File: config.mk
export PLATFORM = sky130hd
export DESIGN_NAME = i2c_xfer_seq
export DESIGN_NICKNAME = d
export VERILOG_FILES = /design/src/rtl/i2c_xfer_pkg.sv /design/src/rtl/xfer_ctrl_reg.sv /design/src/rtl/xfer_shift_eng.sv /design/src/rtl/xfer_status.sv /design/src/rtl/i2c_xfer_seq.sv
export SDC_FILE = /design/constraint.sdc
export NUM_CORES = 1
export LEC_CHECK = 0
export ABC_AREA = 1
export BUFFER_PORTS_ARGS = -buffer_cell sky130_fd_sc_hd__buf_2
export CORE_UTILIZATION = 35
export CTS_CLUSTER_SIZE = 12
export DETAILED_ROUTE_END_ITERATION = 16
export HOLD_SLACK_MARGIN = 0.03
export SYNTH_ARGS = -nofsm -noshare
export SYNTH_HDL_FRONTEND = slang
export SYNTH_SLANG_ARGS = --single-unit
File: constraint.sdc
create_clock -name clk -period 1.4 [get_ports clk]
set_clock_uncertainty 0.15 [all_clocks]
set_input_delay 0.07 -clock clk [delete_from_list [all_inputs] [get_ports clk]]
set_output_delay 0.07 -clock clk [all_outputs]
set_load 0.02 [all_outputs]
File: src/rtl/i2c_xfer_pkg.sv
package i2c_xfer_pkg;
  // A zero count field means a full data word; otherwise the value itself.
  function automatic int unsigned bits_for(input int unsigned code,
                                           input int unsigned full);
    return (code == 0) ? full : code;
  endfunction

  // Next shift register value: shift left, new bit at the LSB.
  function automatic logic [7:0] shift_in(input logic [7:0] cur, input logic b);
    return {cur[6:0], b};
  endfunction
endpackage

File: src/rtl/xfer_ctrl_reg.sv
module xfer_ctrl_reg #(
  parameter int CNT_W = 3
) (
  input  logic             clk,
  input  logic             rst_n,
  input  logic             ctrl_we,
  input  logic [CNT_W:0]   ctrl_wdata,
  input  logic             start_det,
  output logic             en_q,
  output logic             en_nx,
  output logic [CNT_W-1:0] cnt_q
);
  localparam int EN_BIT = CNT_W;

  logic [CNT_W-1:0] cnt_nx;

  always_comb begin
    en_nx  = ctrl_we ? ctrl_wdata[EN_BIT] : en_q;
    cnt_nx = cnt_q;
    if (ctrl_we)   cnt_nx = ctrl_wdata[CNT_W-1:0];
    if (start_det) cnt_nx = '0;   // START wins over the written count
  end

  always_ff @(posedge clk or negedge rst_n) begin
    if (!rst_n) begin
      en_q  <= 1'b0;
      cnt_q <= '0;
    end else begin
      en_q  <= en_nx;
      cnt_q <= cnt_nx;
    end
  end

  AST_START_CLEARS_CNT: assert property (@(posedge clk) disable iff (!rst_n)
    start_det |=> (cnt_q == '0));
endmodule

File: src/rtl/xfer_shift_eng.sv
module xfer_shift_eng
  import i2c_xfer_pkg::*;
#(
  parameter int DATA_W = 8,
  parameter int CNT_W  = 3
) (
  input  logic              clk,
  input  logic              rst_n,
  input  logic              en_q,
  input  logic              en_nx,
  input  logic [CNT_W-1:0]  cnt_q,
  input  logic              data_we,
  input  logic [DATA_W-1:0] data_wdata,
  input  logic              bit_strobe,
  input  logic              sda_in,
  input  logic              al_q,
  output logic [DATA_W-1:0] shreg,
  output logic              active,
  output logic              load_ev,
  output logic              done_ev,
  output logic              sda_drive_low
);
  localparam int LEFT_W = $clog2(DATA_W + 1);

  logic [LEFT_W-1:0] left_q;
  logic              step_ev;

  assign load_ev = data_we && en_q && en_nx;
  assign step_ev = active && bit_strobe && en_nx && !load_ev;
  assign done_ev = step_ev && (left_q == LEFT_W'(1));

  always_ff @(posedge clk or negedge rst_n) begin
    if (!rst_n) begin
      shreg  <= '0;
      active <= 1'b0;
      left_q <= '0;
    end else if (!en_nx) begin
      active <= 1'b0;
      left_q <= '0;
    end else if (load_ev) begin
      shreg  <= data_wdata;
      active <= 1'b1;
      left_q <= LEFT_W'(bits_for(int'(cnt_q), DATA_W));
    end else if (step_ev) begin
      shreg  <= {shreg[DATA_W-2:0], sda_in};
      left_q <= left_q - LEFT_W'(1);
      if (done_ev) active <= 1'b0;
    end
  end

  assign sda_drive_low = en_q && active && !al_q && !shreg[DATA_W-1];

  AST_ACTIVE_HAS_BITS: assert property (@(posedge clk) disable iff (!rst_n)
    active |-> (left_q != '0));
  AST_LOAD_STARTS: assert property (@(posedge clk) disable iff (!rst_n)
    load_ev |=> (active && shreg == $past(data_wdata)));
  AST_SDA_RELEASED_OFF: assert property (@(posedge clk) disable iff (!rst_n)
    !en_q |-> !sda_drive_low);
  AST_WRITE_LOCKED: assert property (@(posedge clk) disable iff (!rst_n)
    (!en_q && data_we) |=> $stable(shreg));
endmodule

File: src/rtl/xfer_status.sv
module xfer_status (
  input  logic clk,
  input  logic rst_n,
  input  logic en_q,
  input  logic en_nx,
  input  logic load_ev,
  input  logic done_ev,
  input  logic start_det,
  input  logic stop_det,
  input  logic arb_lost_in,
  output logic pend,
  output logic busy,
  output logic al_q,
  output logic irq
);
  always_ff @(posedge clk or negedge rst_n) begin
    if (!rst_n) begin
      pend <= 1'b1;
      busy <= 1'b0;
      al_q <= 1'b0;
      irq  <= 1'b0;
    end else if (!en_nx) begin
      pend <= 1'b1;
      busy <= 1'b0;
      al_q <= 1'b0;
      irq  <= 1'b0;
    end else begin
      irq <= done_ev;
      if (load_ev)      pend <= 1'b0;
      else if (done_ev) pend <= 1'b1;
      if (start_det)     busy <= 1'b1;
      else if (stop_det) busy <= 1'b0;
      if (arb_lost_in)  al_q <= 1'b1;
      else if (load_ev) al_q <= 1'b0;
    end
  end

  AST_OFF_FLAGS: assert property (@(posedge clk) disable iff (!rst_n)
    !en_q |-> (pend && !busy && !al_q));
  AST_DONE_RAISES: assert property (@(posedge clk) disable iff (!rst_n)
    done_ev |=> (irq && pend));
  AST_IRQ_SINGLE: assert property (@(posedge clk) disable iff (!rst_n)
    irq |=> !irq);
endmodule

File: src/rtl/i2c_xfer_seq.sv
module i2c_xfer_seq #(
  parameter int DATA_W = 8,
  parameter int CNT_W  = 3
) (
  input  logic              clk,
  input  logic              rst_n,
  input  logic              ctrl_we,
  input  logic [CNT_W:0]    ctrl_wdata,
  input  logic              data_we,
  input  logic [DATA_W-1:0] data_wdata,
  input  logic              bit_strobe,
  input  logic              sda_in,
  input  logic              start_det,
  input  logic              stop_det,
  input  logic              arb_lost_in,
  output logic              sda_drive_low,
  output logic              scl_enable,
  output logic [DATA_W-1:0] shreg,
  output logic [CNT_W-1:0]  cnt_q,
  output logic              pend,
  output logic              busy,
  output logic              arb_lost,
  output logic              irq
);
  logic en_q, en_nx, active, load_ev, done_ev;

  xfer_ctrl_reg #(.CNT_W(CNT_W)) u_ctrl (
    .clk(clk), .rst_n(rst_n), .ctrl_we(ctrl_we), .ctrl_wdata(ctrl_wdata),
    .start_det(start_det), .en_q(en_q), .en_nx(en_nx), .cnt_q(cnt_q)
  );

  xfer_shift_eng #(.DATA_W(DATA_W), .CNT_W(CNT_W)) u_eng (
    .clk(clk), .rst_n(rst_n), .en_q(en_q), .en_nx(en_nx), .cnt_q(cnt_q),
    .data_we(data_we), .data_wdata(data_wdata), .bit_strobe(bit_strobe),
    .sda_in(sda_in), .al_q(arb_lost), .shreg(shreg), .active(active),
    .load_ev(load_ev), .done_ev(done_ev), .sda_drive_low(sda_drive_low)
  );

  xfer_status u_stat (
    .clk(clk), .rst_n(rst_n), .en_q(en_q), .en_nx(en_nx),
    .load_ev(load_ev), .done_ev(done_ev), .start_det(start_det),
    .stop_det(stop_det), .arb_lost_in(arb_lost_in),
    .pend(pend), .busy(busy), .al_q(arb_lost), .irq(irq)
  );

  assign scl_enable = en_q;

  AST_SCL_OFF: assert property (@(posedge clk) disable iff (!rst_n)
    !en_q |-> !scl_enable);
  AST_AL_RELEASES: assert property (@(posedge clk) disable iff (!rst_n)
    arb_lost |-> !sda_drive_low);
endmodule

; ---- Word level (Yosys, flattened, before mapping)
; Index checks and enable logic that the tools add are counted.
[totals]
memories = 0
latchBits = 0
word_cells = 55
out_inout_bits = 17
mem_bits_rw = 0
romBits = 0
reg_bits = 21
input_bits = 21
[classes]
n_bitwise = 0
reduce_logical = 17
eq_ne = 5
div_mod_pow = 0
order_cmp = 0
shifts = 0
addsub = 1
n_mul = 0
muxes = 23
[op_table]
columns = operator, count
row1 = $mux W4, 4
row2 = $mux W8, 2
row3 = $mux W1, 15
row4 = $logic_and A1 B1 Y1, 9
row5 = $mux W3, 2
row6 = $ne A3 B1 Y1 const B, 2
row7 = $eq A4 B1 Y1 const B, 1
row8 = $reduce_and A2 Y1, 2
row9 = $reduce_bool A2 Y1, 2
row10 = $sub A4 B1 Y4 const B, 1
row11 = $logic_not A1 Y1, 3
row12 = $logic_not A3 Y1, 1
row13 = $ne A3 B2 Y1 const B, 1
row14 = $ne A3 B3 Y1 const B, 1

; ---- Logic depth before layout (Yosys ltp)
; Gate-level depths: netlist of the first run.
[logic_depth]
word_depth = 9
mapped_depth = 8
depth_no_buf = 8

; ---- Cells and area by module
; From an unflattened synthesis of the first run, not the netlist that was laid out.
[unflattened]
cells_unflattened = 138
area_unflattened_um2 = 1071.0
[modules_own_cells]
columns = module, cells_per_inst, area_per_inst_um2, seq_area_each_um2, instances
row1 = xfer_shift_eng, 103, 757.0, 325.3, 1
row2 = xfer_ctrl_reg, 18, 160.2, 100.1, 1
row3 = xfer_status, 17, 153.9, 101.3, 1

; ---- Worst setup path after synthesis of the first run
; No wires, ideal clock.
[synth_timing]
kind = register to register
start = reg u_ctrl.en_q
end = reg u_eng.shreg[2]
path_stages_with_launch = 9
setup_slack_ns = -0.111
setup_ns = 0.116
t_arrival_ns = 1.245
cell_sequence = dfrtp_1 -> nand2_1 -> a21oi_2 -> inv_2 -> buf_2 -> nand2_1 -> nand2_1 -> nand2_1 -> nand2_1
[synth_via]
elab_chain_cells = 6
word_cells_on_any_way = 9
classes_between = mux: 2 / reduce/logical: 7
[synth_rtl]
columns = element, line_no
row1 = from (decl), xfer_ctrl_reg.sv:9  ; output logic en_q,
row2 = from (signal assigned), xfer_ctrl_reg.sv:29  ; en_q <= en_nx;
row3 = $mux W1 / $logic_and A1 B1 Y1 (equally long branches), "xfer_ctrl_reg.sv:18, xfer_shift_eng.sv:28"
row4 = $logic_and A1 B1 Y1, xfer_shift_eng.sv:28  ; assign load_ev = data_we && en_q && en_nx;
row5 = $logic_not A1 Y1, xfer_shift_eng.sv:29  ; assign step_ev = active && bit_strobe && en_nx && !load_ev;
row6 = $logic_and A1 B1 Y1, xfer_shift_eng.sv:29
row7 = $reduce_bool A2 Y1 (no line), -
row8 = $reduce_and A2 Y1 (no line), -
row9 = to (signal assigned), xfer_shift_eng.sv:41  ; shreg <= data_wdata;
row10 = to (signal assigned), xfer_shift_eng.sv:45  ; shreg <= {shreg[DATA_W-2:0], sda_in};
row11 = to (decl), xfer_shift_eng.sv:17  ; output logic [DATA_W-1:0] shreg,
; Several ways; a longest one is shown, not always the timed one.
; A chain may end at the register's enable or synchronous reset.

; ---- Worst setup path in the final report of the first run
[layout_timing]
start = reg u_ctrl.en_q
end = out sda_drive_low
[layout_via]
elab_chain_cells = 3
[layout_rtl]
columns = element, line_no
row1 = $logic_and A1 B1 Y1 (3 in a row), xfer_shift_eng.sv:51  ; assign sda_drive_low = en_q && active && !al_q && !shreg[DATA_W-1];
row2 = to (decl), i2c_xfer_seq.sv:16  ; output logic sda_drive_low,
; Every way passes these cells.

==> flow_summary_export.csv, run 1 <==
group,metric,value,unit
place,hpwl,1760,µm
timing,period_minus_slack,1310,ps
clock_network,cts_buffers,3,
worst_setup_path,critPathTopFamily,"flip-flops",
worst_setup_path,cp-start-kind,"flip-flop",
synthesis,yosysSeqAreaShare,48.8,%
worst_setup_path,path_buf_inv,1,
power_and_ir_drop,powerDensity,1200,nW/µm²
synthesis,synth_top_area_cell,"dfrtp_1",
worst_hold_path,holdPathEnd,"u_ctrl.cnt_q[0]",
cells_and_area,layout-drive-gt1-share,30.2,%
status,outcome,"complete, but fails checks",
cells_and_area,fin_nets,229,
cells_and_area,n_fill_cell,281,
power_and_ir_drop,irDropWorstVdd,694,µV
worst_setup_path,critPathArrivalTime,1090,ps
timing,fin_setup_tns,0,ps
status,violations,"DRC",
power_and_ir_drop,leakagePower,0.000891,µW
worst_hold_path,holdCritPathClass,"input pin to flip-flop",
synthesis,syn_inst,144,
drt,wl_per_cell,10.8,µm
synthesis,yosys-top-cells-area,"dfrtp_1 (46%), nand2_1 (22%), nand3_1 (6.5%), inv_1 (5.2%), dfstp_2 (2.4%)",
worst_setup_path,rrSetupSlack,100,ps
worst_setup_path,rr_endpoint,"u_stat.pend",
drt,drc_errors,2,
drt,dr.pass1.iters,11,
floorplan,die-height,57.5,µm
global_routing,antenna_found_initial,0,
clock_network,htreeDepth,1,
floorplan,dieWidth,57.5,µm
clock_network,cts_tree,"yes",
timing,rsz0062_at_grt,"yes",
drt,vias,1082,
floorplan,num_rows,19,
timing,hold_violations,0,
clock_network,cts_sinks,21,
global_routing,grt_pass1_vias,996,
drt,drt_iter0_drc,26,
worst_setup_path,worstRegToRegCells,9,
worst_setup_path,critical_path.startpoint,"u_ctrl.en_q",
clock_network,clockBufferDepth,2,
clock_network,insertion_delay,310,ps
floorplan,io_pins,38,
timing,whs,4.28,ps
floorplan,die_area,3310,µm²
clock_network,path_clk_slew,110,ps
cells_and_area,syn2layout_area_growth,45.5,%
worst_setup_path,worstPathCellList,"nand2_1 -> nor3_2 -> buf_4",
floorplan,core_area,2830,µm²
timing,max_freq,762,MHz
place,post-place-ws,76.9,ps
place,place.gp.congestion,0.726,
clock_network,root_buffer,"clkbuf_4",
job,cap_violations,0,
worst_setup_path,cp-end-kind,"primary output",
synthesis,yosysMostFrequentCell,"nand2_1",
drt,avgViaCountPerCell,4.58,
synthesis,synthTopCellsByCount,"nand2_1 (64), dfrtp_1 (20), inv_1 (15)",
cells_and_area,postLayoutCellArea,1570,µm²
timing,relSlewSlack,69.0,%
synthesis,syn-cell-area,1080,µm²
worst_setup_path,r2r_start,"u_ctrl.en_q",
timing,fin_crit_sh,93.7,%
synthesis,synth_top_area_share,46.4,%
synthesis,synth-seq-cells,21,
worst_setup_path,cpPeakStageDelay,420,ps
worst_setup_path,cp.required,1180,ps
synthesis,synth_area_per_cell,7.49,µm²
synthesis,ys_warn_count,0,
timing,worstMarginPinSlew,465,ps
place,portBuffers,37,
timing,slew_viol_final,0,
global_routing,grt_overflow,0,
synthesis,synth_edf_count,0,
worst_hold_path,whs_path_depth,4,
synthesis,ys.flop_type,"dfrtp_1",
timing,layout_setup_ws,88.1,ps
synthesis,yosysUniqueCellTypes,21,
worst_setup_path,path_class,"flip-flop to primary output",
cells_and_area,antenna_cells,0,
place,placedInstanceArea,1320,µm²
synthesis,synthArstFlopShare,100,%
worst_setup_path,critPathSlowestCell,"dfrtp_2",
global_routing,grt_pass1_wl,4330,µm
floorplan,start_util,38.1,%
global_routing,grt_max_degree,22,
drt,ant_nets,0,
worst_hold_path,hp-start,"ctrl_we",
synthesis,synth_nets,167,
timing,setup_viol,0,
worst_setup_path,crit_fanout,4,
global_routing,grtUsageTotal,17.4,%
cells_and_area,final_util,55.5,%
drt,routed_wl,2550,µm
==> metal layers <==
layer  GRT usage (%)  vias to the layer above  routed length [µm]
met2            28.2                       23                1210
met1            22.1                      488                1210
li1                -                      567                   -
met5               0                        -                   0
met4            6.27                        0                  38
met3            4.76                        4                  95
==> report_power, final <==
group          internal (µW)  switching (µW)
Combinational            297             437
Clock                    111             185
Sequential               743             106
==> timing repair <==
item,CTS,global route
endpoints found under the setup margin,0,16
hold endpoints to repair,35,4
resized for setup,0,12
buffers inserted,0,1
hold buffers,17,2
==> sequential cells by signal, summed over array words and instances (netlist names) <==
name          cells
u_eng.left_q      4
u_eng.shreg       8
u_stat.pend       1
u_stat.busy       1
u_ctrl.en_q       1
u_ctrl.cnt_q      3
u_eng.active      1
u_stat.irq        1
u_stat.al_q       1
==> kinds of logic after synthesis <==
logic type	Yosys count	share of synthesized area, %
xor+xnor	1	0.812
simple gates	85	32.0
flops	21	48.8
fa+ha+maj	2	2.32
buf+inv	23	9.51
compound gates	12	6.50
==> worst reg2reg max path, delay by kind of cell (launching register included) <==
| family | cells | cell delay, ps |
|---|---|---|
| flops | 1 | 420 |
| simple gates | 6 | 410 |
| buf+inv | 3 | 260 |
==> cells in the final DEF (no fill, tap or decap) <==
cell	synthesis	routed
nand2_1	64	62
buf_2	1	36
dfrtp_1	20	19
dlygate4sd3_1	0	18
nand3_1	14	14
inv_1	15	13
buf_4	2	6
inv_2	4	5
o21ai_0	5	4
o21ai_1	2	3
clkbuf_4	0	3
nand2_2	1	2
a21oi_4	0	2
nor2_1	3	2
ha_1	2	2
nor3_2	0	1
nand2_4	0	1
nor2_2	0	1
inv_4	0	1
a21oi_2	2	1
a21oi_1	2	1
or2_1	1	1
nand4_1	1	1
o31ai_1	1	1
xor2_1	1	1
clkbuf_1	0	1
buf_6	1	1
dfrtp_2	0	1
dfstp_2	1	1
==> per-stage QoR <==
step	total power, µW	cells
detailed placement	1530	213
global route	2040	236
finish	1880	236
global placement	1520	213
CTS	1860	234
floorplan	1300	144
==> cell type report <==
cell class	count	area [µm²]	area share, %
Tap cell	31	38.8	2.47
Inverter	19	73.8	4.70
Timing Repair Buffer	61	417	26.6
Clock buffer	4	26.3	1.67
Sequential cell	21	528	33.7
Multi-Input combinational cell	100	485	30.9
==> worst max-delay path by stage <==
stage	end	slack, ps	cells after the start
4_1_cts	u_stat.busy	40	3
3_3_place_gp	u_eng.left_q[2]	70	7
6_report	sda_drive_low	90	3
5_1_grt	u_stat.pend	-20	9
2_1_floorplan	u_eng.shreg[2]	30	8
3_5_place_dp	u_eng.left_q[2]	80	5
(Power assumes the default switching activity.)
==> run 2: changes to the inputs <==
ABC_AREA = unset   (was 1)
CORE_UTILIZATION = 38   (was 35)
PLACE_DENSITY = 0.66   (was unset)
==> run 2 against run 1 <==
  * The run ends with setup timing left
  * Combinational power rose by 14%
  * Sequential share of layout area decreased by 1.9 points
  * Via count is 6.4% lower
  * Global-route usage up 0.42 points
  * Critical path type is now flip-flop to flip-flop
  * Largest power group unchanged
==> flow_summary_export.csv, run 2 <==
group,metric,value,unit
status,outcome,"complete, but fails checks",
status,violations,"setup timing",
global_routing,grt_pass1_wl,4280,µm
synthesis,synth_top_area_cell,"dfrtp_1",
clock_network,cts_sinks,21,
global_routing,antenna_found_initial,0,
worst_hold_path,hp-start,"ctrl_we",
clock_network,htreeDepth,1,
worst_setup_path,cp-end-kind,"flip-flop",
cells_and_area,fin_nets,196,
power_and_ir_drop,internal_power,1240,µW
power_and_ir_drop,clockPowerShare,14.6,%
cells_and_area,instances_no_fill,203,
synthesis,synthArstFlopShare,100,%
drt,avgViaCountPerCell,4.99,
synthesis,yosysUniqueCellTypes,32,
timing,worstMarginPinSlew,476,ps
power_and_ir_drop,powerDensity,1200,nW/µm²
timing,setup_viol,3,
floorplan,num_rows,19,
cells_and_area,layout-drive-gt1-share,45.3,%
cells_and_area,mostFrequentLayoutCells,"buf_2 (36), dfrtp_1 (19), dlygate4sd3_1 (18)",
timing,max_freq,699,MHz
synthesis,yosys-top-cells-area,"dfrtp_1 (46%), mux2i_1 (11%), nand2_1 (3.8%), o21ai_0 (3.7%), dfstp_2 (2.4%)",
global_routing,grt_pass1_vias,988,
global_routing,grt_overflow,0,
synthesis,synth-seq-cells,21,
floorplan,die_area,3070,µm²
synthesis,synth_nets,123,
power_and_ir_drop,leakagePower,0.000828,µW
global_routing,grtUsageTotal,17.8,%
floorplan,io_pins,38,
synthesis,ys.flop_type,"dfrtp_1",
drt,ant_nets,0,
place,post-place-ws,-86.6,ps
worst_setup_path,crit_fanout,5,
clock_network,clockBufferDepth,2,
drt,routed_wl,2680,µm
timing,rsz0062_at_grt,"yes",
drt,dr.pass1.iters,4,
cells_and_area,mostFrequentLayoutCell,"buf_2",
synthesis,yosysSeqAreaShare,48.6,%
timing,slew_viol_final,0,
worst_setup_path,critical_path.startpoint,"u_ctrl.en_q",
cells_and_area,final_util,60.9,%
cells_and_area,regMostFlops,"u_eng.shreg",
worst_setup_path,cp.required,1450,ps
floorplan,dieWidth,55.4,µm
place,placed_cells,176,
timing,period_minus_slack,1430,ps
floorplan,core_area,2730,µm²
worst_setup_path,path_class,"flip-flop to flip-flop",
power_and_ir_drop,power.switching,759,µW
worst_hold_path,holdCritPathClass,"input pin to flip-flop",
clock_network,insertion_delay,300,ps
timing,layout_setup_ws,-29.8,ps
timing,whs,10.5,ps
synthesis,synth_edf_count,0,
worst_setup_path,r2r_start,"u_ctrl.en_q",
clock_network,root_buffer,"clkbuf_4",
worst_setup_path,worstPathCellList,"a22o_4 -> o21ai_2 -> nor4_1 -> a211o_1",
clock_network,cts_buffers,3,
drt,drc_errors,0,
synthesis,syn-cell-area,1080,µm²
cells_and_area,largest_reg_flops,8,
cells_and_area,postLayoutCellArea,1670,µm²
power_and_ir_drop,sw_frac_of_total,38.0,%
synthesis,yosysMostFrequentCell,"dfrtp_1",
clock_network,holdBufCountCts,18,
floorplan,start_util,39.6,%
floorplan,die-height,55.4,µm
synthesis,synth_area_per_cell,10.8,µm²
place,placedInstanceArea,1350,µm²
clock_network,path_clk_slew,110,ps
worst_setup_path,cp-start-kind,"flip-flop",
timing,relSlewSlack,68.3,%
synthesis,synth_top_area_share,46.2,%
cells_and_area,reg_top3,"u_eng.shreg x8, u_eng.left_q x4, u_ctrl.cnt_q x3",
synthesis,syn_inst,100,
place,hpwl,1770,µm
drt,vias,1013,
power_and_ir_drop,power_frac_seq,43.5,%
clock_network,cts_tree,"yes",
timing,fin_crit_sh,102,%
cells_and_area,antenna_cells,0,
worst_setup_path,critPathArrivalTime,1480,ps
worst_setup_path,critPathSlowestCell,"dfrtp_2",
synthesis,synthTopCellsByCount,"dfrtp_1 (20), mux2i_1 (12), nand2_1 (11)",
worst_setup_path,cpPeakStageDelay,490,ps
power_and_ir_drop,combPwrFrac,41.9,%
place,portBuffers,37,
job,cap_violations,0,
cells_and_area,syn2layout_area_growth,53.7,%
timing,hold_violations,0,
synthesis,ys_warn_count,0,
place,place.gp.congestion,0.815,
drt,drt_iter0_drc,32,
power_and_ir_drop,irDropWorstVdd,977,µV
global_routing,grt_max_degree,22,
drt,wl_per_cell,13.2,µm
## run 2: cell count changes after synthesis, moves of 3 or more
| cell | previous run | this run |
|---|---|---|
| o21ai_0 | 5 | 8 |
| nand3_1 | 14 | 1 |
| inv_1 | 15 | 5 |
| inv_2 | 4 | 0 |
| nor2_1 | 3 | 6 |
| nand2_1 | 64 | 11 |
| mux2i_1 | 0 | 12 |
## run 2: final timing paths
kind	endpoint	slack, ps	depth (start not counted)
max reg2reg	u_eng.left_q[2]	-30	4
min in group asynchronous	u_eng.shreg[4]	90	2
min reg2reg	u_stat.pend	330	2
max	u_eng.left_q[2]	-30	4
min	u_stat.pend	10	4
max in group asynchronous	u_stat.pend	660	2
## run 2: per-layer routing
metal	global-route usage [%]	part of all wire (%)	up-vias
met1	21.9	44	479
met3	1.41	2.6	5
li1	-	-	499
met5	0	0	-
met2	31.3	51	30
met4	8.57	2.0	0
## run 2: cell type report
cell class | count | area, µm²
Inverter | 6 | 25.0
Fill cell | 214 | 1070
Tap cell | 31 | 38.8
Clock buffer | 4 | 26.3
Sequential cell | 21 | 528
Timing Repair Buffer | 71 | 503
Multi-Input combinational cell | 70 | 544
## run 2: logic make-up (layout without fill, tap and decap cells)
| group | Yosys count | in the layout | share of synthesized area (%) |
|---|---|---|---|
| simple gates | 30 | 30 | 15.6 |
| compound gates | 25 | 25 | 14.4 |
| flops | 21 | 21 | 48.6 |
| mux | 13 | 13 | 13.2 |
| buf+inv | 9 | 81 | 5.89 |
| fa+ha+maj | 2 | 2 | 2.31 |
## run 2: worst max-delay path: cells and delay by family, from the launching register on
family	cells	cell delay [ps]
flip-flops	1	490
AO/OA/AOI/OAI	3	620
AND/OR/NAND/NOR	1	70
## run 2: metrics by stage
stage	setup TNS, ps	total power (µW)
after global placement	-50.6	1560
after CTS	-93.3	1960
after floorplan	-50.9	1320
after global routing	-618	2130
after detailed placement	-203	1590
final	-58.6	2000
## run 2: power by group through the flow
stage,Combinational [µW],Clock (µW),Sequential [µW]
floorplan,308,0,1010
global placement,691,0,865
detailed placement,712,0,878
CTS,790,306,868
global route,905,330,891
finish,838,292,871
## run 2: what timing repair did
item / CTS / global route
resized for setup: 11 / 16
setup endpoints to repair: 7 / 16
endpoints found under the hold margin: 38 / 1
pin swaps: 6 / 8
setup buffers: 5 / 0
